**src/rtl/fft_dif_addr_gen.sv**
```systemverilog
module fft_dif_addr_gen #(
  parameter int POINTS    = 4096,
  parameter bit UNLOAD_EN = 1'b1,
  localparam int AW = $clog2(POINTS),
  localparam int HW = AW - 1,
  localparam int SW = $clog2(AW + 1)
) (
  input  logic          clk,
  input  logic          rst_n,
  input  logic          start,
  input  logic          enable,
  input  logic [AW-1:0] unload_idx,
  output logic [AW-1:0] addr_a,
  output logic [AW-1:0] addr_b,
  output logic [HW-1:0] twiddle,
  output logic [SW-1:0] stage,
  output logic          valid,
  output logic          done,
  output logic [AW-1:0] unload_addr
);

  logic          busy;
  logic [HW-1:0] cnt;
  logic [SW-1:0] stage_q;

  logic [AW-1:0] cnt_w, ins_bit, lo_mask, base;
  logic [HW-1:0] tw_next;
  logic          last_cnt, last_stage;

  assign cnt_w      = {1'b0, cnt};
  assign ins_bit    = AW'(1) << (SW'(HW) - stage_q);
  assign lo_mask    = ins_bit - AW'(1);
  assign base       = ((cnt_w & ~lo_mask) << 1) | (cnt_w & lo_mask);
  assign tw_next    = cnt << stage_q;
  assign last_cnt   = &cnt;
  assign last_stage = (stage_q == SW'(HW));

  always_ff @(posedge clk) begin
    if (!rst_n) begin
      busy    <= 1'b0;
      cnt     <= '0;
      stage_q <= '0;
      addr_a  <= '0;
      addr_b  <= '0;
      twiddle <= '0;
      stage   <= '0;
      valid   <= 1'b0;
      done    <= 1'b0;
    end else begin
      valid <= 1'b0;
      if (start && !busy) begin
        busy    <= 1'b1;
        cnt     <= '0;
        stage_q <= '0;
        done    <= 1'b0;
      end else if (busy && enable) begin
        valid   <= 1'b1;
        addr_a  <= base;
        addr_b  <= base | ins_bit;
        twiddle <= tw_next;
        stage   <= stage_q;
        cnt     <= cnt + HW'(1);
        if (last_cnt) begin
          if (last_stage) begin
            busy <= 1'b0;
            done <= 1'b1;
          end else begin
            stage_q <= stage_q + SW'(1);
          end
        end
      end
    end
  end

  generate
    if (UNLOAD_EN) begin : g_unload
      for (genvar i = 0; i < AW; i++) begin : g_rev
        assign unload_addr[i] = unload_idx[AW-1-i];
      end
    end else begin : g_no_unload
      assign unload_addr = unload_idx;
    end
  endgenerate

endmodule


```
**config.mk**
```make
export PLATFORM = sky130hd
export DESIGN_NAME = fft_dif_addr_gen
export DESIGN_NICKNAME = d
export VERILOG_FILES = /design/src/rtl/fft_dif_addr_gen.sv
export SDC_FILE = /design/constraint.sdc
export NUM_CORES = 1
export LEC_CHECK = 0
export ABC_AREA = 1
export ABC_CLOCK_PERIOD_IN_PS = 2100
export CAP_MARGIN = 0
export CORE_ASPECT_RATIO = 0.8
export CORE_MARGIN = 2
export CORE_UTILIZATION = 30
export DETAILED_ROUTE_END_ITERATION = 7
export GPL_TIMING_DRIVEN = 0
export HOLD_SLACK_MARGIN = 0.15
export PLACE_DENSITY = 0.52
export SLEW_MARGIN = 20
export SYNTH_ARGS = -nofsm -noshare
export SYNTH_HDL_FRONTEND = slang
export SYNTH_SLANG_ARGS = --single-unit
```
**constraint.sdc**
```tcl
create_clock -name clk -period 2.1 [get_ports clk]
set_input_delay 0.42 -clock clk [delete_from_list [all_inputs] [get_ports clk]]
set_output_delay 0.42 -clock clk [all_outputs]
set_load 0.02 [all_outputs]
```
==> run_results.csv, run 1 <==
group,metric,value,unit
cts,path_clk_slew,60,ps
worst_setup_path,critPathLaunch,"stage_q[2]$_SDFFE_PP0P_",
floorplanning,die_width,118,µm
grt,grt_pass1_wl,15600,µm
layout,area_delta_synth_final,41.1,%
timing,rsz0062_at_grt,"true",
detailed_routing,first_pass_iters,5,
synth,synth_area,3130,µm²
worst_setup_path,crit_chain,"inv_2 > buf_12 > ha_4 > inv_8 > nand3_4 > nand2_4 > nor2_4 > nand2_2 > nand2_2 > nand2_1 > nand2_1 > nand3_2 > nor2_2 > nor2_1",
place,gp_congestion,0.933,
place,io_buffers,56,
layout,multiInputGateArea,1710,µm²
cts,numCtsBuffers,9,
worst_setup_path,worstPathArrival,2260,ps
synth,ys_ff_latch,57,
cts,cts.sinks,57,
worst_setup_path,worstPathRequired,2320,ps
grt,grt_use_total,0.180,
min_path,hold_depth,2,
synth,synth_area_leaders,"dfxtp_1 (36%), nand2_1 (12%), inv_1 (7.4%)",
detailed_routing,routedWlPerCell,14.2,µm
worst_setup_path,worstRegToRegCells,14,
cts,ctsHoldBuffers,0,
floorplanning,core-area,10200,µm²
min_path,min_from,"done$_SDFFE_PP0P_",
power,vdd_drop_max,0.000478,V
timing,period_needed,2040,ps
worst_setup_path,cp_num_buf_inv,3,
synth,ys.flop_type,"dfxtp_1",
synth,yosysWarnings,0,
cts,cts_buffer_depth,2,
timing,fin_worst_skew,12.8,ps
synth,syn-num-nets,491,
cts,root_buffer,"clkbuf_16",
layout,nets,568,
layout,layout-drive-gt1-share,0.158,
worst_setup_path,cp-end-kind,"flop",
grt,grt_max_degree,15,
worst_setup_path,slowest_stage,"dfxtp_4",
timing,fmax,0.491,GHz
detailed_routing,routed_wl,9770,µm
power,power.density,652,nW/µm²
layout,final_util,0.433,
floorplanning,initial_core_util,0.307,
detailed_routing,ant_nets,0,
detailed_routing,viasPerCell,4.85,
worst_setup_path,rrSetupSlack,60,ps
timing,maxSlewViolCount,0,
timing,slew_headroom,0.598,
cts,cts_tree,"built",
synth,yosys.area.top_type_share,0.365,
synth,yosys-top-cells-count,"nand2_1 (99), inv_1 (62), dfxtp_1 (57), nor2_1 (44), o21ai_0 (44)",
timing,setup_viol,0,
layout,antenna_cells,0,
synth,yosysMostFrequentCell,"nand2_1",
worst_setup_path,worst-setup-path-type,"reg2reg",
floorplanning,die_area,11300,µm²
min_path,hp-class,"reg2reg",
synth,syn_inst,467,
grt,antenna_found_initial,0,
synth,synth.distinct_cells,32,
worst_setup_path,crit_family,"simple AND/OR/NAND/NOR gates",
synth,synth_async_sr_flop_share,0,
power,p_leak,0.00190,µW
layout,final-seq-area,1150,µm²
synth,synth_area_per_cell,6.70,µm²
synth,synth_edf_count,0,
place,dp_hpwl,7040,µm
cts,insertion_delay,340,ps
floorplanning,rows,33,
detailed_routing,drtIter0Drc,279,
cts,htreeDepth,3,
worst_setup_path,cp_max_fo,11,
grt,grt_overflow,0,
timing,tns,0,ps
worst_setup_path,crit_cells,14,
worst_setup_path,cp-start-kind,"flop",
timing,finalHoldViolCount,0,
floorplanning,die_y,95.4,µm
timing,fin_crit_sh,0.969,
worst_setup_path,cpPeakStageDelay,370,ps
layout,stdcell_area,4420,µm²
job,cap_violations,0,
worst_setup_path,worstReg2RegStart,"stage_q[2]$_SDFFE_PP0P_",
place,placed_cell_area,3860,µm²
detailed_routing,drc_errors,0,
floorplanning,ios,69,
run_status,status,"finished clean",
detailed_routing,vias,3340,
layout,fillers,1048,
timing,tightest_slew,600,ps
synth,yosysTopAreaCell,"dfxtp_1",
synth,synth-seq-area-share,0.365,
timing,holdWs,457,ps
grt,first_global_vias,3056,
repair_timing:
| action | in CTS | in global routing |
|---|---|---|
| hold endpoints to repair | 0 | 0 |
| endpoints found under the setup margin | 14 | 20 |
| gates cloned | 0 | 1 |
| pin swaps | 1 | 9 |
| gates resized for setup | 7 | 41 |
| setup buffers | 0 | 10 |
layout by cell type (no fill, tap or decap), drive strengths merged, types with 9 or more instances in the layout:
cell / instances
buf: 29
dfxtp: 57
a21oi: 31
o21ai: 46
clkdlybuf4s50: 56
nand2: 104
o211ai: 9
nand3: 41
clkbuf: 24
nor2: 46
inv: 64
sequential cells by signal, summed over array words and instances (netlist names):
name,flops
addr_a,12
addr_b,12
busy,1
cnt,11
done,1
stage,4
stage_q,4
twiddle,11
valid,1
kinds of logic after synthesis:
logic type | Yosys count | share of synthesized area
fa+ha+maj | 8 | 0.0320
xor+xnor | 1 | 0.00280
simple gates | 209 | 0.295
flops | 57 | 0.365
compound gates | 95 | 0.168
buf+inv | 97 | 0.137
layout make-up:
class,count,area share
timing repair inverter,1,0.00113
tap,140,0.0397
clock inverter,3,0.00907
timing repair buffer,66,0.144
clock buffer,13,0.0567
multi-input combinational,313,0.386
inverter,66,0.0595
buffer,30,0.0439
sequential,57,0.260
report_power, final:
group / switching [µW] / internal, µW
clock: 505 / 946
sequential: 20.2 / 1120
combinational: 166 / 125
total: 690 / 2190
per-stage QoR:
step,std cells,total power [µW],worst slack (ps)
after floorplan,467,1320,189
after global placement,663,1450,-276
after detailed placement,663,1450,-300
after CTS,678,2900,45.6
after global routing,689,3000,-59.8
final,689,2880,64.4
worst register-to-register path: cells and delay by family, from the launching register on:
kind | cells | cell delay [ps]
fa+ha+maj | 1 | 320
simple gates | 10 | 940
buf+inv | 3 | 300
flops | 1 | 370
metal layers:
layer	wire [µm]	up-vias	GRT usage
met2	4060	105	0.262
met1	4920	1541	0.255
met4	201	0	0.0723
met3	589	19	0.0431
li1	-	1675	-
met5	0	-	0
final timing paths:
| kind | endpoint |
|---|---|
| worst max-delay path | addr_b[7]$_SDFFE_PN0P_ |
| worst min-delay path | done$_SDFFE_PP0P_ |
| worst max register to register | addr_b[7]$_SDFFE_PN0P_ |
| worst min register to register | done$_SDFFE_PP0P_ |
Power figures use the tool's default switching activity.
==> run 2: changes to the inputs <==
--- a/config.mk
+++ b/config.mk
@@ -15,6 +15,7 @@
 export GPL_TIMING_DRIVEN = 0
 export HOLD_SLACK_MARGIN = 0.15
 export PLACE_DENSITY = 0.52
+export REMOVE_ABC_BUFFERS = 1
 export SLEW_MARGIN = 20
 export SYNTH_ARGS = -nofsm -noshare
 export SYNTH_HDL_FRONTEND = slang
==> run 2 against run 1 <==
  * Sequential power about the same
  * Final cell count decreased by 6.1%
  * Clock skew decreased by 6.3 ps
  * Clock-buffer cell count decreased by 3
  * First-iteration DRC count decreased by 25%
  * Wire length decreased by 4.8%
  * Register-to-register slack improved by 110 ps
  * Clock power about the same
  * Core utilization decreased by 3.5 points
  * Critical endpoint is now stage_q[1]$_SDFFE_PP0P_
  * Largest power group unchanged
  * Highest routed layer unchanged
==> run_results.csv, run 2 (synthesized netlist as in run 1, its figures left out) <==
group,metric,value,unit
floorplanning,ios,69,
layout,final_cells,647,
place,gp_congestion,0.822,
place,dpl.cell_count,620,
cts,root_buffer,"clkbuf_16",
layout,antenna_cells,0,
detailed_routing,wl_met1,4880,µm
worst_setup_path,worst-setup-path-type,"in2reg",
grt,grt_max_degree,48,
power,power.density,702,nW/µm²
cts,path_clk_slew,60,ps
worst_setup_path,worstPathRequired,2320,ps
run_status,status,"finished clean",
grt,grt_use_total,0.172,
grt,antenna_found_initial,0,
grt,grt_overflow,0,
cts,numCtsBuffers,9,
floorplanning,die_area,11300,µm²
timing,fin_worst_skew,6.49,ps
place,dp_hpwl,6350,µm
worst_setup_path,crit_chain,"clkdlybuf4s50_1 > nand2_8 > clkinv_16 > nand4_2 > nor2_1 > nand4_2 > o21ai_0 > a21oi_1",
floorplanning,initial_core_util,0.307,
worst_setup_path,cp-end-kind,"flop",
detailed_routing,ant_nets,0,
timing,tightest_slew,572,ps
worst_setup_path,cpPeakStageDelay,560,ps
power,vdd_drop_max,0.000598,V
min_path,hp-class,"reg2reg",
detailed_routing,routed-wl-met3,462,µm
layout,layout-drive-gt1-share,0.116,
detailed_routing,drc_errors,0,
power,p_total,2850,µW
detailed_routing,routed_wl,9300,µm
layout,nets,526,
detailed_routing,vias,3154,
layout,reg_top3,"addr_a x12, addr_b x12",
grt,first_global_vias,2896,
cts,cts.sinks,57,
worst_setup_path,cp_num_buf_inv,2,
floorplanning,rows,33,
worst_setup_path,cp-start-kind,"input port",
timing,maxSlewViolCount,0,
worst_setup_path,slowest_stage,"clkdlybuf4s50_1",
timing,finalHoldViolCount,0,
detailed_routing,routed.top_layer,"met4",
worst_setup_path,rrSetupSlack,170,ps
detailed_routing,routedWlPerCell,14.4,µm
detailed_routing,route.met2.wl,3850,µm
floorplanning,die_y,95.4,µm
layout,area_delta_synth_final,29.6,%
timing,fin_crit_sh,0.924,
timing,fmax,0.515,GHz
power,p_leak,0.00173,µW
job,cap_violations,0,
layout,fillers,1101,
timing,setup_viol,0,
cts,cts_tree,"built",
worst_setup_path,cpMostUsedCell,"nand4_2",
timing,slew_headroom,0.617,
worst_setup_path,worstPathArrival,2160,ps
detailed_routing,drtIter0Drc,208,
place,io_buffers,44,
cts,htreeDepth,3,
layout,layout_common_cells,"nand2_1 (99), inv_1 (59), dfxtp_1 (54), o21ai_0 (44), clkdlybuf4s50_1 (43)",
worst_setup_path,cp_max_fo,47,
cts,cts_buffer_depth,2,
grt,grt_pass1_wl,15000,µm
detailed_routing,viasPerCell,4.87,
layout,layout_commonest_cell,"nand2_1",
cts,insertion_delay,330,ps
floorplanning,core-area,10200,µm²
floorplanning,die_width,118,µm
worst_setup_path,crit_family,"buffers and inverters",
detailed_routing,first_pass_iters,5,
timing,period_needed,1940,ps
==> run 2: cell count changes in the layout (fill, tap and decap cells not counted), sizes merged <==
cell	delta
buf	-19
clkbuf	-14
clkdlybuf4s50	-13
clkinvlp	+4
clkdlybuf4s18	+1
inv	-1
==> run 2: where the power goes <==
| group | internal (µW) | switching (µW) | total (µW) |
|---|---|---|---|
| clock network | 951 | 529 | 1480 |
| logic | 89.5 | 143 | 233 |
| registers | 1110 | 21.1 | 1130 |
==> run 2: layout make-up <==
cell class | count | area, µm² | share of cell area
multi-input combinational | 313 | 1610 | 0.397
sequential | 57 | 1150 | 0.284
timing repair buffer | 54 | 515 | 0.127
inverter | 66 | 293 | 0.0722
clock buffer | 10 | 239 | 0.0589
tap | 140 | 175 | 0.0432
clock inverter | 6 | 66.3 | 0.0163
timing repair inverter | 1 | 5.00 | 0.00123
==> run 2: final timing paths <==
check / from / cells past startpoint / end
max: enable / 8 / stage_q[1]$_SDFFE_PP0P_
min: twiddle[2]$_SDFFE_PN0P_ / 2 / twiddle[2]$_SDFFE_PN0P_
max reg2reg: stage_q[0]$_SDFFE_PP0P_ / 12 / addr_b[4]$_SDFFE_PN0P_
min reg2reg: twiddle[2]$_SDFFE_PN0P_ / 2 / twiddle[2]$_SDFFE_PN0P_
==> run 2: repair_timing <==
item	4_1_cts	5_1_grt
hold buffers	0	0
gates cloned	1	0
buffers inserted	1	9
setup endpoints to repair	55	27
pin swaps	0	1
gates resized for setup	20	13
==> run 2: through the flow <==
stage	TNS, ps	area [µm²]	util	hold WS (ps)	setup slack, ps
2_1_floorplan	0	2950	-	468	12.4
3_3_place_gp	-42390	3560	0.349	448	-1480
3_5_place_dp	-43560	3560	0.349	453	-1460
4_1_cts	0	3940	0.386	465	11.2
5_1_grt	-63.6	4060	0.398	487	-15.4
6_report	0	4060	0.398	462	160
==> run 2: worst min-delay path, delay by kind of cell (launching register included) <==
| kind | cells | cell delay (ps) |
|---|---|---|
| simple gates | 1 | 60 |
| flops | 1 | 310 |
| compound gates | 1 | 50 |
==> run 2: per-layer routing <==
| layer | global-route usage | vias up |
|---|---|---|
| li1 | - | 1583 |
| met1 | 0.241 | 1496 |
| met2 | 0.260 | 67 |
| met3 | 0.0449 | 8 |
| met4 | 0.0512 | 0 |
| met5 | 0 | - |
